### config.mk
export PLATFORM = sky130hd
export DESIGN_NAME = dram_refresh_seq
export DESIGN_NICKNAME = d
export VERILOG_FILES = /design/src/rtl/dram_rfsh_pkg.sv /design/src/rtl/dram_rfsh_timer.sv /design/src/rtl/dram_rfsh_credit.sv /design/src/rtl/dram_rfsh_engine.sv /design/src/rtl/dram_refresh_seq.sv
export SDC_FILE = /design/constraint.sdc
export NUM_CORES = 1
export LEC_CHECK = 0
export ABC_CLOCK_PERIOD_IN_PS = 7350
export BUFFER_PORTS_ARGS = -buffer_cell sky130_fd_sc_hd__buf_4
export CAP_MARGIN = 20
export CELL_PAD_IN_SITES_DETAIL_PLACEMENT = 1
export CELL_PAD_IN_SITES_GLOBAL_PLACEMENT = 1
export CORE_MARGIN = 2
export CORE_UTILIZATION = 40
export CTS_CLUSTER_DIAMETER = 100
export DETAILED_ROUTE_END_ITERATION = 8
export PLACE_DENSITY = 0.81
export SLEW_MARGIN = 0
export SYNTH_ARGS = -nofsm -noshare
export SYNTH_HDL_FRONTEND = slang
export SYNTH_SLANG_ARGS = --single-unit
### constraint.sdc
create_clock -name clk -period 7.35 [get_ports clk]
set_clock_uncertainty 0.1 [all_clocks]
set_input_delay 1.1025 -clock clk [delete_from_list [all_inputs] [get_ports clk]]
set_output_delay 1.1025 -clock clk [all_outputs]
set_load 0.02 [all_outputs]
### src/rtl/dram_rfsh_pkg.sv
package dram_rfsh_pkg;

  typedef enum logic [2:0] {
    ST_IDLE,
    ST_CAS_LEAD,
    ST_RO_SETUP,
    ST_RAS_LOW,
    ST_PRECH
  } eng_state_t;

  function automatic int max3(input int a, input int b, input int c);
    int m;
    m = a;
    if (b > m) m = b;
    if (c > m) m = c;
    return m;
  endfunction

  // Precharge stretched so the whole strobe cycle meets the row cycle minimum
  function automatic int prech_len(input int rp, input int rc, input int csr, input int ras);
    if (rc > csr + ras + rp) return rc - csr - ras;
    return rp;
  endfunction

endpackage

### src/rtl/dram_rfsh_timer.sv
module dram_rfsh_timer #(
  parameter int STARTUP_CYC = 20000,
  parameter int REFI_CYC    = 1562,
  parameter int INIT_CYCLES = 8
) (
  input  logic clk,
  input  logic rst_n,
  input  logic init_cycle_end,
  output logic startup_ok,
  output logic init_done,
  output logic tick
);

  localparam int ST_W = $clog2(STARTUP_CYC + 1);
  localparam int IV_W = (REFI_CYC > 1) ? $clog2(REFI_CYC) : 1;
  localparam int IN_W = $clog2(INIT_CYCLES + 1);

  logic [ST_W-1:0] st_cnt_q;
  logic [IV_W-1:0] iv_cnt_q;
  logic [IN_W-1:0] init_left_q;

  assign startup_ok = (st_cnt_q == ST_W'(STARTUP_CYC));
  assign init_done  = (init_left_q == '0);
  assign tick       = init_done && (iv_cnt_q == IV_W'(REFI_CYC - 1));

  // Start-up delay counter, saturating
  always_ff @(posedge clk) begin
    if (!rst_n) begin
      st_cnt_q <= '0;
    end else if (!startup_ok) begin
      st_cnt_q <= st_cnt_q + 1'b1;
    end
  end

  // Remaining wake-up cycles
  always_ff @(posedge clk) begin
    if (!rst_n) begin
      init_left_q <= IN_W'(INIT_CYCLES);
    end else if (init_cycle_end && !init_done) begin
      init_left_q <= init_left_q - 1'b1;
    end
  end

  // Refresh interval counter, runs only after wake-up
  always_ff @(posedge clk) begin
    if (!rst_n) begin
      iv_cnt_q <= '0;
    end else if (init_done) begin
      if (tick) iv_cnt_q <= '0;
      else      iv_cnt_q <= iv_cnt_q + 1'b1;
    end
  end

  // a wake-up cycle can only finish while the burst is still running
  p_init_end_in_burst_r3: assert property (@(posedge clk) disable iff (!rst_n)
    init_cycle_end |-> !init_done);

  // ticks never come before the start-up delay has elapsed
  p_tick_after_startup_r6: assert property (@(posedge clk) disable iff (!rst_n)
    tick |-> startup_ok);

endmodule

### src/rtl/dram_rfsh_credit.sv
module dram_rfsh_credit #(
  parameter int MAX_CREDIT = 8
) (
  input  logic clk,
  input  logic rst_n,
  input  logic tick,
  input  logic take,
  output logic has_credit
);

  localparam int CR_W = $clog2(MAX_CREDIT + 1);
  localparam logic [CR_W-1:0] CR_MAX = CR_W'(MAX_CREDIT);

  logic [CR_W-1:0] cr_q;

  assign has_credit = (cr_q != '0);

  always_ff @(posedge clk) begin
    if (!rst_n) begin
      cr_q <= '0;
    end else begin
      unique case ({tick, take})
        2'b10:   if (cr_q != CR_MAX) cr_q <= cr_q + 1'b1;
        2'b01:   cr_q <= cr_q - 1'b1;
        default: cr_q <= cr_q;
      endcase
    end
  end

  // a full store stays full when a tick arrives without a grant
  p_sat_hold_r8: assert property (@(posedge clk) disable iff (!rst_n)
    (cr_q == CR_MAX && tick && !take) |=> (cr_q == CR_MAX));

  // a grant is only accepted while a credit is pending
  p_take_needs_credit_r7: assert property (@(posedge clk) disable iff (!rst_n)
    take |-> has_credit);

  // count never exceeds its ceiling
  p_credit_cap_r8: assert property (@(posedge clk) disable iff (!rst_n)
    cr_q <= CR_MAX);

endmodule

### src/rtl/dram_rfsh_engine.sv
module dram_rfsh_engine
  import dram_rfsh_pkg::*;
#(
  parameter int ROW_W   = 12,
  parameter int CSR_CYC = 1,
  parameter int CHR_CYC = 1,
  parameter int RAS_CYC = 6,
  parameter int PRE_CYC = 4
) (
  input  logic             clk,
  input  logic             rst_n,
  input  logic             start_init,
  input  logic             start_ref,
  input  logic             ro_sel,
  output logic             idle,
  output logic             ras_n,
  output logic             cas_n,
  output logic [ROW_W-1:0] addr,
  output logic             init_cycle_end
);

  localparam int PMAX    = max3(CSR_CYC, RAS_CYC, PRE_CYC);
  localparam int PC_W    = $clog2(PMAX + 1);
  localparam int CAS_REL = RAS_CYC - CHR_CYC;

  eng_state_t       state_q;
  logic [PC_W-1:0]  pcnt_q;
  logic             ro_q;
  logic             init_q;
  logic [ROW_W-1:0] row_q;
  logic             phase_end;
  logic             cas_hold;

  assign phase_end = (pcnt_q == '0);

  always_ff @(posedge clk) begin
    if (!rst_n) begin
      state_q <= ST_IDLE;
      pcnt_q  <= '0;
      ro_q    <= 1'b0;
      init_q  <= 1'b0;
      row_q   <= '0;
    end else begin
      unique case (state_q)
        ST_IDLE: begin
          if (start_init) begin
            state_q <= ST_CAS_LEAD;
            pcnt_q  <= PC_W'(CSR_CYC - 1);
            ro_q    <= 1'b0;
            init_q  <= 1'b1;
          end else if (start_ref) begin
            ro_q   <= ro_sel;
            init_q <= 1'b0;
            if (ro_sel) begin
              state_q <= ST_RO_SETUP;
              pcnt_q  <= '0;
            end else begin
              state_q <= ST_CAS_LEAD;
              pcnt_q  <= PC_W'(CSR_CYC - 1);
            end
          end
        end
        ST_CAS_LEAD, ST_RO_SETUP: begin
          if (phase_end) begin
            state_q <= ST_RAS_LOW;
            pcnt_q  <= PC_W'(RAS_CYC - 1);
          end else begin
            pcnt_q <= pcnt_q - 1'b1;
          end
        end
        ST_RAS_LOW: begin
          if (phase_end) begin
            state_q <= ST_PRECH;
            pcnt_q  <= PC_W'(PRE_CYC - 1);
            if (ro_q) row_q <= row_q + 1'b1;
          end else begin
            pcnt_q <= pcnt_q - 1'b1;
          end
        end
        ST_PRECH: begin
          if (phase_end) state_q <= ST_IDLE;
          else           pcnt_q  <= pcnt_q - 1'b1;
        end
        default: state_q <= ST_IDLE;
      endcase
    end
  end

  // CAS hold after RAS falls exists only when a hold time is configured
  generate
    if (CHR_CYC > 0) begin : g_cas_hold
      assign cas_hold = (state_q == ST_RAS_LOW) && !ro_q && (pcnt_q >= PC_W'(CAS_REL));
    end else begin : g_no_cas_hold
      assign cas_hold = 1'b0;
    end
  endgenerate

  assign idle           = (state_q == ST_IDLE);
  assign ras_n          = (state_q != ST_RAS_LOW);
  assign cas_n          = !((state_q == ST_CAS_LEAD) || cas_hold);
  assign addr           = (ro_q && (state_q == ST_RO_SETUP || state_q == ST_RAS_LOW)) ? row_q : '0;
  assign init_cycle_end = (state_q == ST_PRECH) && phase_end && init_q;

  // in a CAS-before-RAS cycle, CAS was already low when RAS fell
  p_cas_before_ras_r4: assert property (@(posedge clk) disable iff (!rst_n)
    ($fell(ras_n) && !ro_q) |-> !$past(cas_n));

  // CAS stays high while RAS is low in a RAS-only cycle
  p_ro_cas_high_r9: assert property (@(posedge clk) disable iff (!rst_n)
    (!ras_n && ro_q) |-> cas_n);

  // precharge lasts more than one cycle
  p_precharge_r4: assert property (@(posedge clk) disable iff (!rst_n)
    $rose(ras_n) |=> ras_n);

  // row address is stable while RAS is low
  p_row_stable_r9: assert property (@(posedge clk) disable iff (!rst_n)
    (!ras_n && $past(!ras_n)) |-> $stable(addr));

endmodule

### src/rtl/dram_refresh_seq.sv
module dram_refresh_seq
  import dram_rfsh_pkg::*;
#(
  parameter int STARTUP_CYC = 20000,
  parameter int REFI_CYC    = 1562,
  parameter int INIT_CYCLES = 8,
  parameter int MAX_CREDIT  = 8,
  parameter int CSR_CYC     = 1,
  parameter int CHR_CYC     = 1,
  parameter int RAS_CYC     = 6,
  parameter int RP_CYC      = 4,
  parameter int RC_CYC      = 11,
  parameter int ROW_W       = 12
) (
  input  logic             clk,
  input  logic             rst_n,
  input  logic             ro_mode,
  input  logic             ref_gnt,
  output logic             ref_req,
  output logic             init_done,
  output logic             own_bus,
  output logic             ras_n,
  output logic             cas_n,
  output logic             we_n,
  output logic [ROW_W-1:0] addr
);

  localparam int PRE_CYC = prech_len(RP_CYC, RC_CYC, CSR_CYC, RAS_CYC);

  logic startup_ok;
  logic tick;
  logic has_credit;
  logic eng_idle;
  logic init_cycle_end;
  logic take;
  logic start_init;

  assign take       = ref_req && ref_gnt;
  assign start_init = startup_ok && !init_done;
  assign ref_req    = has_credit && init_done && eng_idle;
  assign own_bus    = !eng_idle || !init_done;
  assign we_n       = 1'b1;

  dram_rfsh_timer #(
    .STARTUP_CYC (STARTUP_CYC),
    .REFI_CYC    (REFI_CYC),
    .INIT_CYCLES (INIT_CYCLES)
  ) u_timer (
    .clk            (clk),
    .rst_n          (rst_n),
    .init_cycle_end (init_cycle_end),
    .startup_ok     (startup_ok),
    .init_done      (init_done),
    .tick           (tick)
  );

  dram_rfsh_credit #(
    .MAX_CREDIT (MAX_CREDIT)
  ) u_credit (
    .clk        (clk),
    .rst_n      (rst_n),
    .tick       (tick),
    .take       (take),
    .has_credit (has_credit)
  );

  dram_rfsh_engine #(
    .ROW_W   (ROW_W),
    .CSR_CYC (CSR_CYC),
    .CHR_CYC (CHR_CYC),
    .RAS_CYC (RAS_CYC),
    .PRE_CYC (PRE_CYC)
  ) u_engine (
    .clk            (clk),
    .rst_n          (rst_n),
    .start_init     (start_init),
    .start_ref      (take),
    .ro_sel         (ro_mode),
    .idle           (eng_idle),
    .ras_n          (ras_n),
    .cas_n          (cas_n),
    .addr           (addr),
    .init_cycle_end (init_cycle_end)
  );

  // strobes stay inactive until the start-up delay has elapsed
  p_quiet_startup_r2: assert property (@(posedge clk) disable iff (!rst_n)
    !startup_ok |-> (ras_n && cas_n));

  // a handshake removes the request on the next cycle
  p_req_drop_r7: assert property (@(posedge clk) disable iff (!rst_n)
    (ref_req && ref_gnt) |=> !ref_req);

  // no request before the wake-up burst is complete
  p_no_req_in_init_r3: assert property (@(posedge clk) disable iff (!rst_n)
    ref_req |-> init_done);

  // the strobes only move while the sequencer owns the bus
  p_strobe_owned_r11: assert property (@(posedge clk) disable iff (!rst_n)
    (!ras_n || !cas_n) |-> own_bus);

endmodule

==> results of run 1 <==
## state kept, by name, indices dropped and copies added (netlist names)
register	flops
u_engine.row_q	12
u_engine.ro_q	1
u_engine.pcnt_q	3
u_timer.st_cnt_q	15
u_credit.cr_q	4
u_engine.init_q	1
u_timer.iv_cnt_q	11
u_engine.state_q	3
u_timer.init_left_q	4
## cell usage after synthesis, drive strengths merged, types with 3 or more instances
master	instances
a21boi	5
a21oi	6
a22oi	3
a31oi	3
and2	39
and3	13
and4	3
buf	3
clkbuf	11
dfxtp	54
ha	12
inv	14
mux2i	3
nand2	25
nand2b	5
nand3	20
nand4	12
nor2	21
nor3	10
nor4	3
o21ai	14
or3	4
xnor2	23
xor2	11
## worst max-delay path by stage
| stage | to | slack [ps] | depth (start not counted) |
|---|---|---|---|
| final | ref_req | 3850 | 7 |
| after global routing | u_credit.cr_q[3]$_SDFFE_PN0P_ | 3730 | 13 |
| after CTS | ref_req | 3830 | 7 |
| after detailed placement | u_credit.cr_q[3]$_SDFFE_PN0P_ | 3990 | 11 |
| after global placement | u_credit.cr_q[3]$_SDFFE_PN0P_ | 4220 | 11 |
| after floorplan | ref_req | 4410 | 7 |
## per-stage QoR
stage	hold WS, ps	setup slack [ps]
final	386	3850
after global routing	420	3730
after CTS	392	3830
after detailed placement	378	3990
after global placement	361	4220
after floorplan	338	4410
## where the power goes
group	internal [mW]	switching, mW
Combinational	0.00482	0.00897
Sequential	0.294	0.00106
Clock	0.0778	0.104
## cells by family (layout without fill, tap and decap cells)
group | count (synthesis) | count (layout)
AND/OR/NAND/NOR | 170 | 170
flip-flops | 54 | 54
AO/OA/AOI/OAI | 47 | 47
XOR/XNOR | 34 | 34
buffers and inverters | 28 | 42
adder cells (fa/ha/maj) | 13 | 13
multiplexers | 4 | 4
other | 1 | 1
## layout make-up
type,instances,area share
clock buffers,6,0.0246
clock inverters,2,0.00485
inverters,14,0.0157
multi-input cells,269,0.551
flip-flops and latches,54,0.322
well taps,99,0.0369
repair buffers,20,0.0448
## cell usage in the layout, fill, tap and decap left out, drive strengths merged, types with 2 or more instances in the layout
cell / netlist / final
dfxtp: 54 / 54
nor3b: 2 / 2
o21a: 2 / 2
a21boi: 5 / 5
and3b: 2 / 2
nor2b: 2 / 2
nand4: 12 / 12
a31oi: 3 / 3
nand2b: 5 / 5
inv: 14 / 15
buf: 3 / 20
clkbuf: 11 / 6
a21oi: 6 / 6
nor3: 10 / 10
xnor2: 23 / 23
o22ai: 2 / 2
nand2: 25 / 25
a32o: 2 / 2
nor2: 21 / 21
a22oi: 3 / 3
nand3: 20 / 20
xor2: 11 / 11
and4: 3 / 3
or3: 4 / 4
mux2i: 3 / 3
nor4bb: 2 / 2
and2: 39 / 39
o21ai: 14 / 14
and3: 13 / 13
nand3b: 2 / 2
nor4: 3 / 3
o211a: 2 / 2
ha: 12 / 12
## per-layer routing
metal	wire length, µm	part of all wire	track usage
met1	3200	0.46	0.206
met2	3440	0.50	0.309
met3	160	0.023	0.0241
met4	102	0.015	0.0657
met5	0	0	0
## worst register-to-register path, stage by stage, from the launching register on
cell and delay, ps:
dfxtp_1 330, inv_1 110, ha_1 160, or3b_1 600, inv_2 330, nand2_1 140, nand2_1 130, inv_1 70
ha_1 280, a21o_1 180, a21oi_1 260, nor3b_1 320, o21ai_1 120, o311a_1 130
==> run_summary.xml, run 1 <==
<?xml version="1.0" encoding="UTF-8"?>
<metrics>
  <group name="power_and_ir_drop">
    <metric name="power.static_leakage" unit="nW">1.33</metric>
    <metric name="worst_ir_drop_vdd" unit="µV">64.2</metric>
    <metric name="fin_total_pwr" unit="mW">0.491</metric>
    <metric name="p_per_area" unit="nW/µm²">146</metric>
  </group>
  <group name="synth">
    <metric name="postSynth.topFlopCell" unit="">dfxtp_1</metric>
    <metric name="synth_cells" unit="">351</metric>
    <metric name="synthSimpleGateAreaFrac" unit="">0.329</metric>
    <metric name="post_synth_num_cell_types" unit="">57</metric>
    <metric name="async_flop_share" unit="">0</metric>
    <metric name="combinational_family_with_the_most_area_after_synthesis" unit="">simple AND/OR/NAND/NOR gates</metric>
    <metric name="yosys.area_share.adder" unit="">0.0558</metric>
    <metric name="synthXorXnorAreaFrac" unit="">0.0976</metric>
    <metric name="syn_area" unit="µm²">3050</metric>
    <metric name="synth_top_cell_by_area" unit="">dfxtp_1</metric>
    <metric name="ys_seq_elements" unit="">54</metric>
    <metric name="synth.top_cell.area_share" unit="">0.354</metric>
    <metric name="synth_mux_area_frac" unit="">0.0148</metric>
    <metric name="synth_area_in_compound_gates" unit="">0.107</metric>
    <metric name="synth-seq-area-share" unit="">0.354</metric>
    <metric name="yosys_warnings" unit="">0</metric>
    <metric name="synth_edf_count" unit="">0</metric>
    <metric name="synthesis.area_per_instance" unit="µm²">8.69</metric>
    <metric name="postSynthNetCount" unit="">368</metric>
    <metric name="leading_post_synthesis_cells_by_cell_area" unit="">dfxtp_1, and2_1, xnor2_1, ha_1, xor2_1</metric>
  </group>
  <group name="critical_path">
    <metric name="slowest_stage" unit="">or3b_1</metric>
    <metric name="crit_buf_inv" unit="">3</metric>
    <metric name="cells_traversed_along_the_worst_timing_path" unit="">inv_1, ha_1, or3b_1, inv_2, nand2_1, a21oi_1, buf_4</metric>
    <metric name="rr_startpoint" unit="">u_timer.init_left_q[0]$_SDFFE_PN0P_</metric>
    <metric name="crit-reg2reg-capture" unit="">u_credit.cr_q[3]$_SDFFE_PN0P_</metric>
    <metric name="worst_ep_required_time" unit="ps">6150</metric>
    <metric name="worstSetupEndpointType" unit="">output pin</metric>
    <metric name="worst_r2r_path_depth" unit="">13</metric>
    <metric name="critical-path-top-delay-family" unit="">simple AND/OR/NAND/NOR gates</metric>
    <metric name="crit_start" unit="">u_timer.init_left_q[0]$_SDFFE_PN0P_</metric>
    <metric name="crit_path_start_kind" unit="">flop</metric>
    <metric name="worstSetupPathType" unit="">reg2out</metric>
    <metric name="crit_path_max_incr_delay" unit="ps">600</metric>
    <metric name="critPathMaxFanout" unit="">14</metric>
    <metric name="cp.arrival" unit="ps">2300</metric>
    <metric name="setup.reg_to_reg.worst_slack" unit="ps">3980</metric>
  </group>
  <group name="sta">
    <metric name="max_freq" unit="MHz">286</metric>
    <metric name="grt_setup_unrepaired" unit="">false</metric>
    <metric name="fin_crit_sh" unit="">0.476</metric>
    <metric name="final_setup_tns" unit="ps">0</metric>
    <metric name="max_slew_margin" unit="">0.481</metric>
    <metric name="drv_slew" unit="">0</metric>
    <metric name="number_of_hold_violations_in_the_final_report" unit="">0</metric>
    <metric name="final.min_clock_period" unit="ps">3500</metric>
    <metric name="report.final.setup_viol" unit="">0</metric>
    <metric name="worst-slew-pin-transition" unit="ps">772</metric>
  </group>
  <group name="final_layout">
    <metric name="multi_input_area" unit="µm²">1850</metric>
    <metric name="final_core_util" unit="">0.457</metric>
    <metric name="drive_above_1_share" unit="">0.107</metric>
    <metric name="ff_latch_area" unit="µm²">1080</metric>
    <metric name="finish.cell_count_without_fillers" unit="">464</metric>
    <metric name="syn2layout_area_growth" unit="%">9.88</metric>
    <metric name="fill_cells" unit="">877</metric>
    <metric name="diodes_inserted" unit="">0</metric>
    <metric name="final_area" unit="µm²">3350</metric>
    <metric name="fin_nets" unit="">381</metric>
  </group>
  <group name="global_routing">
    <metric name="grt_start_max_net_pins" unit="">51</metric>
    <metric name="via_count_of_the_first_global_routing_pass" unit="">2550</metric>
    <metric name="initial_antenna_violation_count" unit="">0</metric>
    <metric name="grt_remaining_overflow" unit="">0</metric>
    <metric name="grt_pass1_wl" unit="µm">11900</metric>
    <metric name="grt.total_usage" unit="">0.172</metric>
  </group>
  <group name="detailed_routing">
    <metric name="number_of_vias_per_cell_after_detailed_routing" unit="">5.38</metric>
    <metric name="post-route-drc-count" unit="">0</metric>
    <metric name="first_pass_iters" unit="">4</metric>
    <metric name="wl_cell" unit="µm">14.9</metric>
    <metric name="detail-route-antenna-nets" unit="">0</metric>
    <metric name="drt-total-wl" unit="µm">6900</metric>
    <metric name="routed-via-count" unit="">2498</metric>
    <metric name="dr.first_iter.drc_count" unit="">69</metric>
  </group>
  <group name="min_path">
    <metric name="hold-path-cell-count" unit="">2</metric>
    <metric name="hold_class" unit="">reg2reg</metric>
    <metric name="hold_path_startpoint" unit="">u_timer.st_cnt_q[14]$_SDFFE_PN0P_</metric>
    <metric name="holdPathEnd" unit="">u_timer.st_cnt_q[14]$_SDFFE_PN0P_</metric>
  </group>
  <group name="cts">
    <metric name="cts-root-buf" unit="">clkbuf_8</metric>
    <metric name="clock_buffers_created_by_tritoncts" unit="">5</metric>
    <metric name="worst_path_clk_slew" unit="ps">100</metric>
    <metric name="post-cts-setup-buffer-count" unit="">0</metric>
    <metric name="cts-resized-gates" unit="">0</metric>
    <metric name="clk_path_buf_depth" unit="">2</metric>
    <metric name="post_cts_hold_buffer_count" unit="">0</metric>
    <metric name="htreeDepth" unit="">2</metric>
    <metric name="clkLatencyLatePin" unit="ps">320</metric>
    <metric name="cts.sinks" unit="">54</metric>
    <metric name="cts_tree" unit="">yes</metric>
  </group>
  <group name="die">
    <metric name="die_width" unit="µm">91.3</metric>
    <metric name="total_die_area" unit="µm²">8340</metric>
    <metric name="rows" unit="">31</metric>
    <metric name="core_area" unit="µm²">7330</metric>
    <metric name="initial_utilization" unit="">0.416</metric>
    <metric name="io_pins" unit="">22</metric>
    <metric name="chipHeight" unit="µm">91.3</metric>
  </group>
  <group name="run">
    <metric name="max_cap_viol_count" unit="">0</metric>
  </group>
  <group name="place">
    <metric name="port-buffer-count" unit="">20</metric>
    <metric name="placement.cell_area" unit="µm²">3250</metric>
    <metric name="dp_hpwl" unit="µm">4980</metric>
    <metric name="gpl.final_weighted_congestion" unit="">0.797</metric>
    <metric name="placed_cells_incl_taps" unit="">456</metric>
  </group>
  <group name="outcome">
    <metric name="status" unit="">complete, no violations</metric>
  </group>
</metrics>
(Power assumes the default switching activity.)
==> inputs of run 2 (changes only) <==
--- a/config.mk
+++ b/config.mk
@@ -5,7 +5,7 @@
 export SDC_FILE = /design/constraint.sdc
 export NUM_CORES = 1
 export LEC_CHECK = 0
-export ABC_CLOCK_PERIOD_IN_PS = 7350
+export ABC_CLOCK_PERIOD_IN_PS = 3100
 export BUFFER_PORTS_ARGS = -buffer_cell sky130_fd_sc_hd__buf_4
 export CAP_MARGIN = 20
 export CELL_PAD_IN_SITES_DETAIL_PLACEMENT = 1
@@ -14,7 +14,7 @@
 export CORE_UTILIZATION = 40
 export CTS_CLUSTER_DIAMETER = 100
 export DETAILED_ROUTE_END_ITERATION = 8
-export PLACE_DENSITY = 0.81
+export PLACE_DENSITY = 0.83
 export SLEW_MARGIN = 0
 export SYNTH_ARGS = -nofsm -noshare
 export SYNTH_HDL_FRONTEND = slang
==> constraint.sdc (replaced) <==
create_clock -name clk -period 3.1 [get_ports clk]
set_clock_uncertainty 0.1 [all_clocks]
set_input_delay 0.465 -clock clk [delete_from_list [all_inputs] [get_ports clk]]
set_output_delay 0.465 -clock clk [all_outputs]
set_load 0.02 [all_outputs]
==> run_summary.xml, run 2 (same netlist as run 1, synthesis figures left out) <==
<?xml version="1.0" encoding="UTF-8"?>
<metrics>
  <group name="power_and_ir_drop">
    <metric name="p_per_area" unit="nW/µm²">354</metric>
    <metric name="power.static_leakage" unit="nW">1.37</metric>
    <metric name="power_frac_clock" unit="">0.397</metric>
    <metric name="seqPwrFrac" unit="">0.577</metric>
    <metric name="power_frac_comb" unit="">0.026</metric>
    <metric name="power_report.internal_total" unit="mW">0.949</metric>
    <metric name="worst_ir_drop_vdd" unit="µV">165</metric>
    <metric name="sw_frac_of_total" unit="">0.216</metric>
    <metric name="switchingPower" unit="mW">0.262</metric>
  </group>
  <group name="cts">
    <metric name="cts_tree" unit="">yes</metric>
    <metric name="cts-root-buf" unit="">clkbuf_8</metric>
    <metric name="htreeDepth" unit="">2</metric>
    <metric name="clkLatencyLatePin" unit="ps">310</metric>
    <metric name="clk_path_buf_depth" unit="">2</metric>
    <metric name="clock_buffers_created_by_tritoncts" unit="">5</metric>
    <metric name="post_cts_hold_buffer_count" unit="">0</metric>
    <metric name="cts.sinks" unit="">54</metric>
    <metric name="worst_path_clk_slew" unit="ps">100</metric>
  </group>
  <group name="final_layout">
    <metric name="finish.cell_count_without_fillers" unit="">470</metric>
    <metric name="ff_latch_area" unit="µm²">1080</metric>
    <metric name="diodes_inserted" unit="">0</metric>
    <metric name="final_cell_mix" unit="">dfxtp_1, and2_1, buf_4, nand2_1, xnor2_1</metric>
    <metric name="layout.cells.most_common" unit="">dfxtp_1</metric>
    <metric name="largest-register" unit="">u_timer.st_cnt_q</metric>
    <metric name="drive_above_1_share" unit="">0.124</metric>
    <metric name="multi_input_area" unit="µm²">1860</metric>
    <metric name="syn2layout_area_growth" unit="%">12.0</metric>
    <metric name="largest_registers" unit="">u_timer.st_cnt_q x15, u_engine.row_q x12, u_timer.iv_cnt_q x11</metric>
    <metric name="fin_nets" unit="">387</metric>
    <metric name="largest_register_ff_count" unit="">15</metric>
    <metric name="fill_cells" unit="">892</metric>
    <metric name="final_core_util" unit="">0.466</metric>
  </group>
  <group name="critical_path">
    <metric name="worstSetupPathType" unit="">reg2reg</metric>
    <metric name="worstSetupEndpointType" unit="">flop</metric>
    <metric name="critPathMaxFanout" unit="">6</metric>
    <metric name="critical_path.most_common_cell" unit="">nand2_1</metric>
    <metric name="rr_startpoint" unit="">u_timer.iv_cnt_q[4]$_SDFFE_PN0N_</metric>
    <metric name="cells_traversed_along_the_worst_timing_path" unit="">or4b_4, nor3_4, nand2_1, nand2_1, inv_1, ha_1, a21o_1, a21oi_2, nor3b_2, o21ai_1, o311a_1</metric>
    <metric name="setup.reg_to_reg.worst_slack" unit="ps">220</metric>
    <metric name="worst_r2r_path_depth" unit="">11</metric>
    <metric name="slowest_stage" unit="">or4b_4</metric>
    <metric name="crit_path_max_incr_delay" unit="ps">540</metric>
    <metric name="crit_path_start_kind" unit="">flop</metric>
    <metric name="worst_ep_required_time" unit="ps">3210</metric>
    <metric name="crit-reg2reg-capture" unit="">u_credit.cr_q[3]$_SDFFE_PN0P_</metric>
    <metric name="cp.arrival" unit="ps">2990</metric>
  </group>
  <group name="place">
    <metric name="gpl.final_weighted_congestion" unit="">0.823</metric>
    <metric name="port-buffer-count" unit="">20</metric>
    <metric name="dpl_worst_slack" unit="ps">128</metric>
    <metric name="dp_hpwl" unit="µm">5100</metric>
    <metric name="placed_cells_incl_taps" unit="">462</metric>
  </group>
  <group name="sta">
    <metric name="max_freq" unit="MHz">348</metric>
    <metric name="drv_slew" unit="">0</metric>
    <metric name="setup_slack" unit="ps">223</metric>
    <metric name="fin_crit_sh" unit="">0.928</metric>
    <metric name="report.final.setup_viol" unit="">0</metric>
    <metric name="worst-slew-pin-transition" unit="ps">599</metric>
    <metric name="grt_setup_unrepaired" unit="">false</metric>
    <metric name="number_of_hold_violations_in_the_final_report" unit="">0</metric>
    <metric name="final.min_clock_period" unit="ps">2880</metric>
    <metric name="final_setup_tns" unit="ps">0</metric>
    <metric name="max_slew_margin" unit="">0.597</metric>
  </group>
  <group name="die">
    <metric name="die_width" unit="µm">91.3</metric>
    <metric name="rows" unit="">31</metric>
    <metric name="io_pins" unit="">22</metric>
    <metric name="total_die_area" unit="µm²">8340</metric>
    <metric name="chipHeight" unit="µm">91.3</metric>
    <metric name="core_area" unit="µm²">7330</metric>
    <metric name="initial_utilization" unit="">0.416</metric>
  </group>
  <group name="global_routing">
    <metric name="initial_antenna_violation_count" unit="">0</metric>
    <metric name="grt_pass1_wl" unit="µm">12500</metric>
    <metric name="grt.total_usage" unit="">0.181</metric>
    <metric name="via_count_of_the_first_global_routing_pass" unit="">2689</metric>
    <metric name="grt_remaining_overflow" unit="">0</metric>
    <metric name="grt_start_max_net_pins" unit="">51</metric>
  </group>
  <group name="detailed_routing">
    <metric name="routed-via-count" unit="">2535</metric>
    <metric name="detail-route-antenna-nets" unit="">0</metric>
    <metric name="first_pass_iters" unit="">4</metric>
    <metric name="dr.first_iter.drc_count" unit="">92</metric>
    <metric name="drt-total-wl" unit="µm">7090</metric>
    <metric name="wl_cell" unit="µm">15.1</metric>
    <metric name="post-route-drc-count" unit="">0</metric>
    <metric name="number_of_vias_per_cell_after_detailed_routing" unit="">5.39</metric>
  </group>
  <group name="min_path">
    <metric name="hold-path-cell-count" unit="">2</metric>
    <metric name="holdPathEnd" unit="">u_timer.st_cnt_q[14]$_SDFFE_PN0P_</metric>
    <metric name="hold_class" unit="">reg2reg</metric>
    <metric name="hold_path_startpoint" unit="">u_timer.st_cnt_q[14]$_SDFFE_PN0P_</metric>
  </group>
  <group name="outcome">
    <metric name="status" unit="">complete, no violations</metric>
  </group>
  <group name="run">
    <metric name="max_cap_viol_count" unit="">0</metric>
  </group>
</metrics>
==> run 2: area by class of cell <==
cell class,count,area share
multi-input combinational,269,0.543
sequential,54,0.316
timing repair buffer,26,0.0571
tap,99,0.0362
clock buffer,6,0.0212
inverter,14,0.0154
clock inverter,2,0.0110
==> run 2: metal layers <==
metal	GRT usage	vias to the layer above	routed length, µm	share of wire
met5	0	-	0	0
met4	0.0492	0	99	0.014
met3	0.0340	6	180	0.025
met2	0.324	32	3660	0.52
met1	0.222	1246	3150	0.44
li1	-	1251	-	-
==> run 2: stage by stage <==
| stage | total power [mW] | hold WS (ps) | cell area (µm²) |
|---|---|---|---|
| after floorplan | 0.738 | 338 | 3050 |
| after global placement | 0.747 | 360 | 3300 |
| after detailed placement | 0.748 | 366 | 3300 |
| after CTS | 1.23 | 382 | 3410 |
| after global routing | 1.26 | 400 | 3420 |
| final | 1.21 | 374 | 3420 |
==> run 2: worst max-delay path by stage <==
stage,start,endpoint,cells past startpoint,slack (ps)
after CTS,u_timer.iv_cnt_q[4]$_SDFFE_PN0N_,u_credit.cr_q[3]$_SDFFE_PN0P_,11,90
final,u_timer.iv_cnt_q[4]$_SDFFE_PN0N_,u_credit.cr_q[3]$_SDFFE_PN0P_,11,220
after detailed placement,u_timer.iv_cnt_q[4]$_SDFFE_PN0N_,u_credit.cr_q[3]$_SDFFE_PN0P_,11,130
after floorplan,u_timer.init_left_q[0]$_SDFFE_PN0P_,u_credit.cr_q[3]$_SDFFE_PN0P_,13,280
after global placement,u_timer.iv_cnt_q[4]$_SDFFE_PN0N_,u_credit.cr_q[3]$_SDFFE_PN0P_,11,270
after global routing,u_timer.iv_cnt_q[4]$_SDFFE_PN0N_,u_credit.cr_q[3]$_SDFFE_PN0P_,11,40
==> run 2: power by group through the flow <==
stage | registers, mW | clock network [mW] | logic (mW)
floorplan | 0.714 | 0 | 0.0237
global placement | 0.715 | 0 | 0.0321
detailed placement | 0.715 | 0 | 0.0326
CTS | 0.699 | 0.497 | 0.0331
global route | 0.700 | 0.523 | 0.0371
finish | 0.699 | 0.480 | 0.0321
==> run 2: critical path, delay by kind of cell, from the launching register on <==
| kind | cells | cell delay (ps) |
|---|---|---|
| AO/OA/AOI/OAI | 4 | 620 |
| flip-flops | 1 | 440 |
| adder cells (fa/ha/maj) | 1 | 270 |
| buffers and inverters | 1 | 70 |
| AND/OR/NAND/NOR | 5 | 1290 |
==> run 2: timing repair <==
item | 4_1_cts | 5_1_grt
setup endpoints to repair | 0 | 1
buffers inserted | 0 | 0
gates resized for setup | 0 | 2
==> inputs of run 3 (changes only) <==
--- a/config.mk
+++ b/config.mk
@@ -14,8 +14,9 @@
 export CORE_UTILIZATION = 40
 export CTS_CLUSTER_DIAMETER = 100
 export DETAILED_ROUTE_END_ITERATION = 8
-export PLACE_DENSITY = 0.83
+export PLACE_DENSITY = 0.84
 export SLEW_MARGIN = 0
 export SYNTH_ARGS = -nofsm -noshare
 export SYNTH_HDL_FRONTEND = slang
+export SYNTH_HIERARCHICAL = 1
 export SYNTH_SLANG_ARGS = --single-unit
==> run_summary.xml, run 3 <==
<?xml version="1.0" encoding="UTF-8"?>
<metrics>
  <group name="outcome">
    <metric name="status" unit="">complete, no violations</metric>
  </group>
  <group name="die">
    <metric name="core_area" unit="µm²">7210</metric>
    <metric name="io_pins" unit="">22</metric>
    <metric name="chipHeight" unit="µm">90.1</metric>
    <metric name="rows" unit="">31</metric>
    <metric name="initial_utilization" unit="">0.411</metric>
    <metric name="total_die_area" unit="µm²">8120</metric>
    <metric name="die_width" unit="µm">90.1</metric>
  </group>
  <group name="synth">
    <metric name="post_synth_num_cell_types" unit="">64</metric>
    <metric name="postSynthNetCount" unit="">360</metric>
    <metric name="synthesis.area_per_instance" unit="µm²">8.57</metric>
    <metric name="syn_area" unit="µm²">2970</metric>
    <metric name="async_flop_share" unit="">0</metric>
    <metric name="synth_top_cell_by_area" unit="">dfxtp_1</metric>
    <metric name="yosys-top-cells-count" unit="">dfxtp_1, nor2_1, nand2_1</metric>
    <metric name="leading_post_synthesis_cells_by_cell_area" unit="">dfxtp_1, xnor2_1, nor2_1, ha_1, nand2_1</metric>
    <metric name="postSynth.topFlopCell" unit="">dfxtp_1</metric>
    <metric name="library_cell_with_the_highest_instance_count_after_synthesis" unit="">dfxtp_1</metric>
    <metric name="synth_edf_count" unit="">0</metric>
    <metric name="synth-seq-area-share" unit="">0.365</metric>
    <metric name="yosys_warnings" unit="">6</metric>
    <metric name="ys_seq_elements" unit="">54</metric>
    <metric name="synth_cells" unit="">346</metric>
    <metric name="synth.top_cell.area_share" unit="">0.365</metric>
  </group>
  <group name="final_layout">
    <metric name="largest_registers" unit="">u_timer/st_cnt_q x15, u_engine/row_q x12, u_timer/iv_cnt_q x11</metric>
    <metric name="fill_cells" unit="">889</metric>
    <metric name="final_cell_mix" unit="">dfxtp_1, nor2_1, nand2_1, buf_4, xnor2_1</metric>
    <metric name="syn2layout_area_growth" unit="%">11.2</metric>
    <metric name="largest-register" unit="">u_timer/st_cnt_q</metric>
    <metric name="multi_input_area" unit="µm²">1750</metric>
    <metric name="diodes_inserted" unit="">0</metric>
    <metric name="layout.cells.most_common" unit="">dfxtp_1</metric>
    <metric name="largest_register_ff_count" unit="">15</metric>
    <metric name="ff_latch_area" unit="µm²">1080</metric>
    <metric name="drive_above_1_share" unit="">0.128</metric>
    <metric name="fin_nets" unit="">379</metric>
  </group>
  <group name="critical_path">
    <metric name="cells_traversed_along_the_worst_timing_path" unit="">inv_1, ha_1, or3b_4, clkinv_2, and4_1, buf_4, nand2b_1, xnor2_1, ha_1, nor4b_1, a31oi_1, mux2i_1</metric>
    <metric name="slowest_stage" unit="">or3b_4</metric>
    <metric name="crit_path_max_incr_delay" unit="ps">480</metric>
    <metric name="crit-reg2reg-capture" unit="">u_credit/cr_q[2]$_SDFFE_PN0P_</metric>
    <metric name="worst_ep_required_time" unit="ps">3200</metric>
    <metric name="setup.reg_to_reg.worst_slack" unit="ps">270</metric>
    <metric name="cp.arrival" unit="ps">2920</metric>
    <metric name="worstSetupEndpointType" unit="">flop</metric>
    <metric name="worstSetupPathType" unit="">reg2reg</metric>
    <metric name="critPathMaxFanout" unit="">11</metric>
    <metric name="cp-endpoint" unit="">u_credit/cr_q[2]$_SDFFE_PN0P_</metric>
    <metric name="rr_startpoint" unit="">u_timer/init_left_q[0]$_SDFFE_PN0P_</metric>
    <metric name="critical_path.most_common_cell" unit="">ha_1</metric>
    <metric name="crit_start" unit="">u_timer/init_left_q[0]$_SDFFE_PN0P_</metric>
    <metric name="worst_r2r_path_depth" unit="">12</metric>
    <metric name="crit_path_start_kind" unit="">flop</metric>
  </group>
  <group name="detailed_routing">
    <metric name="routed-via-count" unit="">2543</metric>
    <metric name="wl_cell" unit="µm">14.9</metric>
    <metric name="detail-route-antenna-nets" unit="">0</metric>
    <metric name="first_pass_iters" unit="">4</metric>
    <metric name="number_of_vias_per_cell_after_detailed_routing" unit="">5.47</metric>
    <metric name="dr.first_iter.drc_count" unit="">49</metric>
    <metric name="drt-total-wl" unit="µm">6950</metric>
    <metric name="post-route-drc-count" unit="">0</metric>
  </group>
  <group name="cts">
    <metric name="clock_buffers_created_by_tritoncts" unit="">5</metric>
    <metric name="post_cts_hold_buffer_count" unit="">0</metric>
    <metric name="cts-resized-gates" unit="">0</metric>
    <metric name="cts.sinks" unit="">54</metric>
    <metric name="clk_path_buf_depth" unit="">2</metric>
    <metric name="cts_tree" unit="">yes</metric>
    <metric name="cts-root-buf" unit="">clkbuf_8</metric>
    <metric name="htreeDepth" unit="">2</metric>
    <metric name="clkLatencyLatePin" unit="ps">310</metric>
    <metric name="post-cts-setup-buffer-count" unit="">0</metric>
    <metric name="worst_path_clk_slew" unit="ps">100</metric>
  </group>
  <group name="sta">
    <metric name="max_slew_margin" unit="">0.568</metric>
    <metric name="grt_setup_unrepaired" unit="">false</metric>
    <metric name="max_freq" unit="MHz">354</metric>
    <metric name="number_of_hold_violations_in_the_final_report" unit="">0</metric>
    <metric name="worst-slew-pin-transition" unit="ps">647</metric>
    <metric name="final_setup_tns" unit="ps">0</metric>
    <metric name="drv_slew" unit="">0</metric>
    <metric name="final.min_clock_period" unit="ps">2830</metric>
    <metric name="report.final.setup_viol" unit="">0</metric>
    <metric name="fin_crit_sh" unit="">0.912</metric>
  </group>
  <group name="global_routing">
    <metric name="via_count_of_the_first_global_routing_pass" unit="">2679</metric>
    <metric name="grt.total_usage" unit="">0.180</metric>
    <metric name="grt_start_max_net_pins" unit="">21</metric>
    <metric name="grt_pass1_wl" unit="µm">12500</metric>
    <metric name="initial_antenna_violation_count" unit="">0</metric>
    <metric name="grt_remaining_overflow" unit="">0</metric>
  </group>
  <group name="power_and_ir_drop">
    <metric name="p_per_area" unit="nW/µm²">376</metric>
    <metric name="worst_ir_drop_vdd" unit="µV">175</metric>
    <metric name="fin_total_pwr" unit="mW">1.24</metric>
    <metric name="power.static_leakage" unit="nW">1.21</metric>
  </group>
  <group name="place">
    <metric name="gpl.final_weighted_congestion" unit="">0.863</metric>
    <metric name="port-buffer-count" unit="">20</metric>
    <metric name="dp_hpwl" unit="µm">4990</metric>
  </group>
  <group name="min_path">
    <metric name="hold_class" unit="">in2reg</metric>
  </group>
  <group name="run">
    <metric name="max_cap_viol_count" unit="">0</metric>
  </group>
</metrics>
run 3: where the power goes:
part / total (mW) / internal, mW / switching [mW]
Sequential: 0.719 / 0.703 / 0.0170
Clock: 0.415 / 0.181 / 0.233
Combinational: 0.106 / 0.0398 / 0.0659
run 3: metrics by stage:
stage / utilization / instance area (µm²) / hold WS, ps / instances / worst slack (ps)
final: 0.457 / 3300 / 361 / 465 / 274
after global placement: 0.445 / 3210 / 371 / 457 / 457
after floorplan: - / 2970 / 349 / 346 / 280
after CTS: 0.457 / 3300 / 350 / 465 / 273
after global routing: 0.457 / 3300 / 372 / 465 / 60.6
after detailed placement: 0.445 / 3210 / 377 / 457 / 306
run 3: logic make-up after synthesis:
| group | after synthesis | share of synthesized area |
|---|---|---|
| and+or+nand+nor | 173 | 0.345 |
| AOI/OAI and AO/OA | 46 | 0.0987 |
| adders and majority gates | 11 | 0.0460 |
| xor gates and xnor gates | 28 | 0.0827 |
| DFF | 54 | 0.365 |
| other | 1 | 0.00126 |
| buffers and inverters | 29 | 0.0443 |
| muxes | 4 | 0.0177 |
run 3: critical path: cells and delay by family (launching register included):
family / cells / cell delay, ps
simple gates: 4 / 1080
fa+ha+maj: 2 / 440
buf+inv: 3 / 370
flops: 1 / 320
xor+xnor: 1 / 160
mux: 1 / 140
compound gates: 1 / 100
run 3: area by class of cell:
| class | instances | share of cell area |
|---|---|---|
| Timing Repair Buffer | 25 | 0.0569 |
| Inverter | 16 | 0.0186 |
| Multi-Input combinational cell | 263 | 0.531 |
| Clock inverter | 1 | 0.00152 |
| Tap cell | 99 | 0.0376 |
| Sequential cell | 54 | 0.328 |
| Clock buffer | 7 | 0.0262 |
run 3: layer usage:
layer  global-route usage  up-vias  routed length (µm)
li1                     -     1275                   -
met1                0.220     1243                3150
met2                0.332       18                3610
met3               0.0235        7                 106
met4               0.0500        0                  84
met5                    0        -                   0
run 3: how the worst min path moves through the flow:
| stage | startpoint | endpoint | cells after the start |
|---|---|---|---|
| after floorplan | u_engine/row_q[11]$_SDFFE_PN0P_ | u_engine/row_q[11]$_SDFFE_PN0P_ | 2 |
| after global placement | u_engine/row_q[11]$_SDFFE_PN0P_ | u_engine/row_q[11]$_SDFFE_PN0P_ | 2 |
| after detailed placement | u_engine/row_q[11]$_SDFFE_PN0P_ | u_engine/row_q[11]$_SDFFE_PN0P_ | 2 |
| after CTS | ro_mode | u_engine/state_q[0]$_SDFFE_PN0P_ | 3 |
| after global routing | ro_mode | u_engine/state_q[0]$_SDFFE_PN0P_ | 3 |
| final | ro_mode | u_engine/state_q[0]$_SDFFE_PN0P_ | 3 |
